==> src/rtl/pc_seq_pkg.sv <==
package pc_seq_pkg;

    typedef enum logic [1:0] {
        NPC_SEQ    = 2'd0,
        NPC_BRANCH = 2'd1,
        NPC_JUMP   = 2'd2,
        NPC_REG    = 2'd3
    } npc_src_e;

    localparam int unsigned IDX_W = 26;
    localparam int unsigned OFS_W = 16;

endpackage

==> src/rtl/pc_step_adder.sv <==
module pc_step_adder #(
    parameter int unsigned PC_W      = 32,
    parameter int unsigned STEP_LOG2 = 2
) (
    input  logic [PC_W-1:0]              pc_q,
    input  logic [pc_seq_pkg::OFS_W-1:0] offset,
    output logic [PC_W-1:0]              plus_step,
    output logic [PC_W-1:0]              br_target
);
    localparam int unsigned EXT_W = PC_W - pc_seq_pkg::OFS_W - STEP_LOG2;

    logic [PC_W-1:0] ofs_ext;

    always_comb begin
        plus_step = pc_q + PC_W'(1 << STEP_LOG2);
        ofs_ext   = {{EXT_W{offset[pc_seq_pkg::OFS_W-1]}}, offset, {STEP_LOG2{1'b0}}};
        br_target = plus_step + ofs_ext;
    end
endmodule

==> src/rtl/pc_jump_former.sv <==
module pc_jump_former #(
    parameter int unsigned PC_W      = 32,
    parameter int unsigned STEP_LOG2 = 2
) (
    input  logic [PC_W-1:0]              plus_step,
    input  logic [pc_seq_pkg::IDX_W-1:0] index,
    output logic [PC_W-1:0]              jmp_target
);
    localparam int unsigned REGION_LO = pc_seq_pkg::IDX_W + STEP_LOG2;

    always_comb begin
        jmp_target = {plus_step[PC_W-1:REGION_LO], index, {STEP_LOG2{1'b0}}};
    end
endmodule

==> src/rtl/pc_src_arbiter.sv <==
module pc_src_arbiter (
    input  logic                  alu_zero,
    input  logic                  br_en,
    input  logic                  jmp_en,
    input  logic                  jal_en,
    input  logic                  jr_en,
    output pc_seq_pkg::npc_src_e  src
);
    import pc_seq_pkg::*;

    always_comb begin
        if (jr_en)                  src = NPC_REG;
        else if (jmp_en || jal_en)  src = NPC_JUMP;
        else if (br_en && alu_zero) src = NPC_BRANCH;
        else                        src = NPC_SEQ;
    end
endmodule

==> src/rtl/pc_sequencer.sv <==
module pc_sequencer #(
    parameter int unsigned PC_W      = 32,
    parameter int unsigned ROM_AW    = 8,
    parameter int unsigned STEP_LOG2 = 2
) (
    input  logic                  clk,
    input  logic                  rst,
    input  logic [25:0]           instr_field,
    input  logic [PC_W-1:0]       jr_value,
    input  logic                  alu_zero,
    input  logic                  br_en,
    input  logic                  jmp_en,
    input  logic                  jal_en,
    input  logic                  jr_en,
    output logic [PC_W-1:0]       pc_q,
    output logic [PC_W-1:0]       link_addr,
    output logic [ROM_AW-1:0]     rom_addr
);
    import pc_seq_pkg::*;

    localparam int unsigned ROM_LO = STEP_LOG2;
    localparam int unsigned ROM_HI = STEP_LOG2 + ROM_AW - 1;
    localparam int unsigned EXT_W  = PC_W - OFS_W - STEP_LOG2;

    typedef struct packed {
        logic [PC_W-1:0] pc;
    } seq_state_t;

    seq_state_t state_d, state_q;
    logic [PC_W-1:0] plus_step, br_target, jmp_target;
    npc_src_e        src;

    pc_step_adder #(.PC_W(PC_W), .STEP_LOG2(STEP_LOG2)) u_adder (
        .pc_q      (state_q.pc),
        .offset    (instr_field[OFS_W-1:0]),
        .plus_step (plus_step),
        .br_target (br_target)
    );

    pc_jump_former #(.PC_W(PC_W), .STEP_LOG2(STEP_LOG2)) u_jump (
        .plus_step  (plus_step),
        .index      (instr_field),
        .jmp_target (jmp_target)
    );

    pc_src_arbiter u_arb (
        .alu_zero (alu_zero),
        .br_en    (br_en),
        .jmp_en   (jmp_en),
        .jal_en   (jal_en),
        .jr_en    (jr_en),
        .src      (src)
    );

    always_comb begin
        state_d = state_q;
        if (rst) begin
            state_d.pc = '0;
        end else begin
            unique case (src)
                NPC_REG:    state_d.pc = jr_value;
                NPC_JUMP:   state_d.pc = jmp_target;
                NPC_BRANCH: state_d.pc = br_target;
                default:    state_d.pc = plus_step;
            endcase
        end
    end

    always_ff @(posedge clk) begin
        state_q <= state_d;
    end

    assign pc_q      = state_q.pc;
    assign link_addr = plus_step;
    assign rom_addr  = state_q.pc[ROM_HI:ROM_LO];

    // reset overrides every strobe
    a_r1_reset_zero: assert property (@(posedge clk)
        rst |=> (pc_q == '0));

    // no redirect means one word forward
    a_r2_seq_step: assert property (@(posedge clk) disable iff (rst)
        (!jr_en && !jmp_en && !jal_en && !(br_en && alu_zero))
        |=> (pc_q == $past(pc_q) + PC_W'(1 << STEP_LOG2)));

    // link value tracks the counter
    a_r3_link_value: assert property (@(posedge clk) disable iff (rst)
        link_addr == pc_q + PC_W'(1 << STEP_LOG2));

    // jump keeps the index field in the low bits
    a_r5_jump_index: assert property (@(posedge clk) disable iff (rst)
        (!jr_en && (jmp_en || jal_en))
        |=> (pc_q[IDX_W+STEP_LOG2-1:0] == {$past(instr_field), {STEP_LOG2{1'b0}}}));

    // register jump wins over all other strobes
    a_r6_reg_jump: assert property (@(posedge clk) disable iff (rst)
        jr_en |=> (pc_q == $past(jr_value)));

    // taken branch lands at sequential address plus scaled offset
    a_r7_branch_taken: assert property (@(posedge clk) disable iff (rst)
        (br_en && alu_zero && !jr_en && !jmp_en && !jal_en)
        |=> (pc_q == $past(pc_q) + PC_W'(1 << STEP_LOG2)
              + {{EXT_W{$past(instr_field[OFS_W-1])}},
                 $past(instr_field[OFS_W-1:0]), {STEP_LOG2{1'b0}}}));
endmodule

==> config.mk <==
export PLATFORM = sky130hd
export DESIGN_NAME = pc_sequencer
export DESIGN_NICKNAME = d
export VERILOG_FILES = /design/src/rtl/pc_seq_pkg.sv /design/src/rtl/pc_step_adder.sv /design/src/rtl/pc_jump_former.sv /design/src/rtl/pc_src_arbiter.sv /design/src/rtl/pc_sequencer.sv
export SDC_FILE = /design/constraint.sdc
export NUM_CORES = 1
export LEC_CHECK = 0
export ABC_AREA = 1
export BUFFER_PORTS_ARGS = -buffer_cell sky130_fd_sc_hd__buf_4
export CAP_MARGIN = 5
export CORE_MARGIN = 5
export CORE_UTILIZATION = 50
export CTS_CLUSTER_DIAMETER = 150
export DETAILED_ROUTE_END_ITERATION = 6
export MAX_ROUTING_LAYER = met4
export PLACE_DENSITY = 0.87
export SYNTH_ARGS = -nofsm -noshare
export SYNTH_HDL_FRONTEND = slang
export SYNTH_SLANG_ARGS = --single-unit
==> constraint.sdc <==
create_clock -name clk -period 6.95 [get_ports clk]
set_input_delay 0.3475 -clock clk [delete_from_list [all_inputs] [get_ports clk]]
set_output_delay 0.3475 -clock clk [all_outputs]
set_load 0.02 [all_outputs]
# ---- Yosys cells after proc, flatten, opt, wreduce, memory -nomap -nowiden
# Index checks and enable logic that the tools add are counted.
dict set report classes {
  add_sub_neg 2
  n_eq_ne 3
  mux 4
  n_reduce_logical 2
}
# op count
set op_table {}
lappend op_table {{32-bit one-hot mux with 3 select lines} 1}
lappend op_table {{32-bit by 3-bit adder with 32-bit output, second input constant} 1}
lappend op_table {{32-bit adder} 1}
lappend op_table {{2-bit == test, second input constant} 2}
lappend op_table {{2-bit 2-to-1 mux} 2}
lappend op_table {{2-bit by 1-bit == test with 1-bit output, second input constant} 1}
lappend op_table {{1-bit logical AND} 1}
lappend op_table {{1-bit logical OR} 1}
lappend op_table {{1-bit 2-to-1 mux} 1}
dict set report totals {
  register_bits 32
  out_inout_bits 72
  elab_cells 12
}

# ---- Depth between registers and ports, before layout
# Gate-level depths: netlist of the first run.
dict set report logic_depth {
  ltp_word 6
  depth_mapped 23
  ltp_nobuf 23
}

# ---- Hierarchy
# From an unflattened synthesis of the first run, not the netlist that was laid out.
dict set report unflattened {
  cells_unflattened 901
  area_unflattened_um2 5144.9
}
# module instances cells_per_inst area_each_um2 seq_area_each_um2
set by_module_without_submodules {}
lappend by_module_without_submodules {pc_step_adder 1 535 2808.9 0.0}
lappend by_module_without_submodules {pc_sequencer 1 326 2063.2 640.6}
lappend by_module_without_submodules {pc_jump_former 1 33 244.0 0.0}
lappend by_module_without_submodules {pc_src_arbiter 1 7 28.8 0.0}

# ---- Worst setup path after synthesis of the first run
# OpenSTA, ideal clock, no wires.
dict set report synth_path {
  path_kind {register -> register}
  from {register state_q (netlist bit pc_q[2])}
  to {register state_q (netlist bit pc_q[28])}
  t_arrival_ns 2.895
  t_required_ns 6.884
  slack_ns 3.989
  stages_incl_launch_ff 16
  n_path_buf 0
  path_cell_list {dfxtp_1 -> inv_1 -> nor2_4 -> nand2_4 -> nor2_4 -> nand2_1 -> xnor2_1 -> ha_1 -> a21oi_1 -> o21ai_0 -> nand3b_1 -> nand2_1 -> nand2_1 -> nand2_1 -> nand3_1 -> a21oi_2}
}
dict set report synth_between {
  elab_chain_len 3
}
# item line
set synth_lines {}
lappend synth_lines {{start, declared} pc_sequencer.sv:29} ;# seq_state_t state_d, state_q;
lappend synth_lines {{start signal, assigned} pc_sequencer.sv:70} ;# state_q <= state_d;
lappend synth_lines {{32-bit by 3-bit adder with 32-bit output} pc_step_adder.sv:15} ;# plus_step = pc_q + PC_W'(1 << STEP_LOG2);
lappend synth_lines {{net link_addr[2]} pc_sequencer.sv:16} ;# output logic [PC_W-1:0] link_addr,
lappend synth_lines {{32-bit adder} pc_step_adder.sv:17} ;# br_target = plus_step + ofs_ext;
lappend synth_lines {{32-bit one-hot mux with 3 select lines} pc_sequencer.sv:60} ;# unique case (src)
# The timed path passes the listed nets, and every way through them passes these cells.
# A chain may end at the register's enable or synchronous reset.

# ---- Final worst setup path of the first run
dict set report layout_path {
  from {register state_q (netlist bit pc_q[3])}
  to {register state_q (netlist bit pc_q[29])}
}
dict set report layout_between {
  elab_chain_len 3
}
# item line
set layout_lines {}
lappend layout_lines {{32-bit by 3-bit adder with 32-bit output *} pc_step_adder.sv:15}
lappend layout_lines {{32-bit adder} pc_step_adder.sv:17}
lappend layout_lines {{32-bit one-hot mux with 3 select lines *} pc_sequencer.sv:60}
# Every way passes the cells marked *; elsewhere a longest branch is shown, timed or not.

==> impl_metrics.csv, run 1 <==
group,metric,value,unit
synthesis,syn_avg_cell_area,5.75,µm²
detailed_routing,antenna_left,0,
placement,dp.cells,1070,
final_layout,final_util,0.636,
timing,worst_slew_pin_slew,1170,ps
run,drv_cap,0,
timing,min_period_over_period,0.476,
detailed_routing,drc,0,
floorplan,pin_count,137,
global_routing,first_global_vias,5066,
power_and_ir_drop,p_sw_frac,0.442,
power_and_ir_drop,p_clk_frac,0.198,
detailed_routing,drt-total-wl,17000,µm
clock_tree,cts_tree,"yes",
final_layout,final_cell_area,0.00591,mm²
clock_tree,cts_root_buf,"clkbuf_8",
power_and_ir_drop,internal-power,428,µW
global_routing,grt_pass1_wl,25800,µm
clock_tree,cts_max_level,2,
critical_path,reg2reg_to,"pc_q[29]",
synthesis,yosysUniqueCellTypes,47,
critical_path,worst-setup-path-type,"reg -> reg",
clock_tree,clock_latency,290,ps
synthesis,yosys.area_share.xor_xnor,0.0430,
synthesis,synth.net_count,931,
synthesis,synthFlopType,"dfxtp_1",
synthesis,yosys.area_share.adder,0.0933,
timing,fin_tns_setup,0,ps
hold_path,hp-start,"rst",
synthesis,yosysTopAreaCell,"nand2_1",
timing,finalMaxSlewViolations,0,
synthesis,yosys.area.top_type_share,0.215,
clock_tree,cts_resized,0,
timing,whs,315,ps
critical_path,crit_fanout,5,
final_layout,final_cells,1078,
critical_path,rrSetupSlack,3640,ps
power_and_ir_drop,ir_drop,67.7,µV
critical_path,worst_ep_arrival_time,3520,ps
synthesis,synth-edff-count,0,
hold_path,whs_endpoint,"pc_q[0]",
global_routing,groute.usage.overall,0.288,
floorplan,die_area,0.0116,mm²
detailed_routing,wire_per_inst,15.7,µm
final_layout,largest_reg_flops,32,
placement,io_buffers,136,
floorplan,die_x,108,µm
critical_path,cp.required,7170,ps
synthesis,synth.mux.area_fraction,0,
clock_tree,cts-hold-fix-buffers,0,
power_and_ir_drop,power.leakage,3.16,nW
synthesis,synthArstFlopShare,0,
floorplan,rows,35,
synthesis,netlist_instances,831,
final_layout,nNetsFinal,1048,
synthesis,synth_top_family_by_area,"simple AND/OR/NAND/NOR gates",
power_and_ir_drop,net-switching-power,339,µW
power_and_ir_drop,power.share.sequential,0.285,
timing,final_hold_viol_count,0,
synthesis,yosys.area_share.simple,0.437,
placement,hpwlAfterDp,14200,µm
detailed_routing,vias,5819,
synthesis,synth_compound_area_frac,0.159,
global_routing,grt_antenna_before_repair,0,
timing,finalSetupViolations,0,
floorplan,core,0.00928,mm²
placement,postPlaceCellArea,0.00581,mm²
timing,timing.slew.headroom,0.220,
synthesis,syn_area,0.00477,mm²
critical_path,cp-end-kind,"flip-flop",
detailed_routing,first_iter_violations,550,
final_layout,most-common-layout-cells,"274 x nand2_1, 137 x buf_4, 121 x inv_1",
final_layout,layout-drive-gt1-share,0.209,
floorplan,die_h,108,µm
final_layout,diodes,0,
clock_tree,clk_pin_slew,70,ps
clock_tree,post_cts_buffers,0,
power_and_ir_drop,p_comb_frac,0.517,
global_routing,grt_overflow,0,
hold_path,holdPathStages,2,
final_layout,areaGrowthSynthToFinish,23.7,%
power_and_ir_drop,power,767,µW
placement,routabilityCongestion,0.981,
timing,min_period,3310,ps
synthesis,netlist_top_cells_area,"nand2_1 22%, dfxtp_1 13%, inv_1 9.5%",
clock_tree,numCtsBuffers,5,
critical_path,start_kind,"flip-flop",
floorplan,initial_utilization,0.514,
final_layout,layout_commonest_cell,"nand2_1",
critical_path,r2r_cells,17,
clock_tree,cts.sinks,32,
synthesis,ys_seq_area_frac,0.134,
detailed_routing,first_pass_iters,5,
timing,clock_skew,6.08,ps
critical_path,worstReg2RegStart,"pc_q[3]",
placement,post-place-ws,3680,ps
clock_tree,ctsLongestPathBuffers,2,
power_and_ir_drop,power_density,130,mW/mm²
timing,fin_ws,3640,ps
global_routing,grt_max_degree,34,
final_layout,nFillCells,917,
synthesis,ys_ff_latch,32,
timing,fmax,0.302,GHz
synthesis,ys_warn_count,0,
run_status,status,"complete, no violations",
timing,rsz0062_at_grt,"no",
detailed_routing,viasPerCell,5.40,
hold_path,hold_class,"in -> reg",
[how the worst max path moves through the flow]
stage / start / to / slack (ps) / cells past startpoint
4_1_cts: pc_q[3] / pc_q[29] / 3660 / 17
2_1_floorplan: pc_q[2] / pc_q[28] / 3990 / 15
5_1_grt: pc_q[3] / pc_q[30] / 3300 / 17
6_report: pc_q[3] / pc_q[29] / 3640 / 17
3_3_place_gp: pc_q[23] / pc_q[30] / 3730 / 16
3_5_place_dp: pc_q[3] / pc_q[29] / 3680 / 17
[power by group through the flow]
stage               sequential, mW  clock (mW)  combinational, mW
detailed placement           0.222           0              0.389
CTS                          0.218       0.152              0.391
global placement             0.221           0              0.387
global route                 0.221       0.161              0.434
floorplan                    0.235           0              0.238
finish                       0.219       0.152              0.397
[worst max-delay path: stages (launching register included)]
cell     delay, ps
dfxtp_1        390
ha_1           210
nand2_1         70
inv_1          130
nand3_2        110
nor2_4         160
nand2_1        120
o31ai_1        290
nand2_1        190
ha_1           410
nand2_1        120
nor2_1         210
nand2_1        150
nor4_1         180
nand2_1        140
nand3_1        100
nand3_1         80
a21oi_1        180
[layout make-up]
type / instances / area, µm² / area share
well taps: 129 / 161 / 0.0273
clock inverters: 2 / 10.0 / 0.00169
multi-input cells: 644 / 3500 / 0.593
clock buffers: 6 / 82.6 / 0.0140
flip-flops and latches: 32 / 641 / 0.108
inverters: 128 / 480 / 0.0814
repair buffers: 137 / 1030 / 0.174
[per-layer routing]
| metal | track usage | vias to the layer above | share of wire |
|---|---|---|---|
| met1 | 0.403 | 2610 | 0.44 |
| met2 | 0.441 | 263 | 0.45 |
| met5 | - | - | 0 |
| li1 | - | 2917 | - |
| met3 | 0.0264 | 29 | 0.088 |
| met4 | 0.0839 | 0 | 0.023 |
[cell usage after synthesis, types with 12 or more instances]
cell and count:
a21oi_1 49, a221oi_1 19, buf_4 12, dfxtp_1 32
ha_1 34, inv_1 121, nand2_1 274, nand3_1 66
nor2_1 63, o21ai_0 19, o21ai_1 13, xor2_1 12
[cell families (layout without fill, tap and decap cells)]
family	count (synthesis)	in the layout
and+or+nand+nor	466	466
buffers and inverters	155	273
adders and majority gates	35	35
DFF	32	32
AOI/OAI and AO/OA	123	123
xor gates and xnor gates	20	20
Power figures use the tool's default switching activity.
==> run 2: changes to the inputs <==
- CORE_UTILIZATION: 50 -> 49
- PLACE_DENSITY: 0.87 -> 0.89
- clock period: 6.95 -> 2.9 ns (I/O delays scaled with it)
==> run 2 against run 1 <==
  * The run now ends with design-rule violations, negative setup slack left
  * Critical path depth fell by 1
  * First-iteration DRC count is 120% higher
  * Sequential share of layout area is 1.6 points lower
  * Sequential cell count stayed put
  * Final cell count increased by 7.9%
  * Combinational power grew to 3.2 times the previous value
  * Power rose to 2.9 times the previous value
  * Sequential power increased by 140%
  * Critical path type unchanged
  * Largest power group unchanged
==> impl_metrics.csv, run 2 (same netlist as run 1, synthesis figures left out) <==
group,metric,value,unit
clock_tree,cts_max_level,2,
global_routing,grt_pass1_wl,28500,µm
timing,rsz0062_at_grt,"yes",
clock_tree,cts-hold-fix-buffers,0,
floorplan,die_x,109,µm
floorplan,pin_count,137,
hold_path,hp-start,"jr_value[0]",
timing,finalMaxSlewViolations,0,
timing,timing.slew.headroom,0.373,
detailed_routing,vias,7129,
power_and_ir_drop,net-switching-power,1.02,mW
clock_tree,cts_root_buf,"clkbuf_8",
detailed_routing,wire_per_inst,20.1,µm
power_and_ir_drop,p_sw_frac,0.457,
critical_path,cp.required,3100,ps
run_status,violations,"design-rule violations, negative setup slack",
global_routing,grt_overflow,0,
power_and_ir_drop,power.share.sequential,0.238,
timing,min_period_over_period,1.04,
floorplan,rows,36,
critical_path,worst_ep_arrival_time,3200,ps
detailed_routing,drt-total-wl,23400,µm
final_layout,layout_commonest_cell,"nand2_1",
power_and_ir_drop,power,2.23,mW
power_and_ir_drop,power.leakage,3.70,nW
timing,final_hold_viol_count,0,
placement,io_buffers,136,
floorplan,die_area,0.0118,mm²
floorplan,initial_utilization,0.495,
critical_path,crit_fanout,4,
clock_tree,clk_pin_slew,80,ps
hold_path,hold_class,"in -> reg",
final_layout,layout-drive-gt1-share,0.395,
power_and_ir_drop,ir_drop,181,µV
final_layout,areaGrowthSynthToFinish,51.0,%
power_and_ir_drop,internal-power,1.21,mW
critical_path,worstReg2RegStart,"pc_q[10]",
power_and_ir_drop,p_clk_frac,0.187,
run_status,status,"complete, but fails checks",
final_layout,largest_reg_flops,32,
final_layout,nNetsFinal,1130,
detailed_routing,first_iter_violations,1183,
run,drv_cap,0,
placement,hpwlAfterDp,15300,µm
floorplan,die_h,109,µm
clock_tree,clock_latency,310,ps
power_and_ir_drop,power_density,309,mW/mm²
critical_path,critPathLaunch,"pc_q[10]",
timing,whs,92.9,ps
detailed_routing,viasPerCell,6.13,
placement,routabilityCongestion,0.974,
clock_tree,cts.sinks,32,
global_routing,first_global_vias,5725,
global_routing,groute.usage.overall,0.317,
timing,clock_skew,7.15,ps
detailed_routing,drc,10,
timing,fmax,0.333,GHz
floorplan,core,0.00964,mm²
timing,min_period,3000,ps
clock_tree,ctsLongestPathBuffers,2,
critical_path,worst-setup-path-type,"reg -> reg",
detailed_routing,first_pass_iters,7,
detailed_routing,antenna_left,0,
critical_path,cp-end-kind,"flip-flop",
power_and_ir_drop,p_comb_frac,0.576,
timing,worst_slew_pin_slew,940,ps
final_layout,diodes,0,
clock_tree,numCtsBuffers,5,
final_layout,most-common-layout-cells,"246 x nand2_1, 216 x buf_4, 109 x inv_1",
placement,post-place-ws,-179,ps
timing,fin_ws,-103,ps
global_routing,grt_max_degree,34,
timing,finalSetupViolations,16,
clock_tree,cts_tree,"yes",
critical_path,start_kind,"flip-flop",
global_routing,grt_antenna_before_repair,0,
==> run 2: layout make-up <==
type | instances | area (µm²)
Clock buffer | 7 | 96.3
Tap cell | 133 | 166
Fill cell | 642 | 2430
Inverter | 128 | 485
Timing Repair Buffer | 219 | 1660
Multi-Input combinational cell | 644 | 4140
Sequential cell | 32 | 668
==> run 2: power groups by stage <==
stage | sequential [mW] | combinational (mW) | clock (mW)
floorplan | 0.563 | 0.572 | 0
global placement | 0.520 | 1.02 | 0
detailed placement | 0.522 | 1.03 | 0
CTS | 0.514 | 1.05 | 0.394
global route | 0.531 | 1.36 | 0.427
finish | 0.530 | 1.28 | 0.416
==> run 2: routing by layer <==
metal	track usage	vias to the layer above	share of wire
li1	-	3069	-
met1	0.410	3216	0.35
met2	0.498	630	0.44
met3	0.0568	214	0.14
met4	0.114	0	0.075
met5	-	-	0
==> run 2: worst max-delay path: stages (launching register included) <==
cell and delay, ps:
dfxtp_2 400, nand2_2 150, nor2_4 160, nand2_1 110, buf_4 160, nor2_4 160
xor2_2 300, ha_1 320, nand2_1 80, nand2_1 110, o21bai_1 210, inv_1 90
nand3_2 100, buf_4 170, o21ai_0 150, a21o_1 150, a21oi_1 70
==> run 2: metrics by stage <==
stage                     utilization  std cells  setup TNS, ps  instance area [µm²]
after global placement          0.653       1137           -128                 6300
after global routing            0.748       1163          -2720                 7210
final                           0.748       1163           -974                 7210
after detailed placement        0.653       1137           -847                 6300
after CTS                       0.673       1146              0                 6480
after floorplan                     -        831          -9.67                 4780
==> run 2: worst paths after layout <==
check,end,cells past startpoint,slack (ps)
min,pc_q[0],3,90
min reg2reg,pc_q[0],2,510
max reg2reg,pc_q[14],16,-100
max,pc_q[14],16,-100
==> run 2: what timing repair did <==
action / in CTS / in global routing
setup buffers: 2 / 18
pin swaps: 1 / 54
resized for setup: 15 / 149
endpoints found under the setup margin: 16 / 20
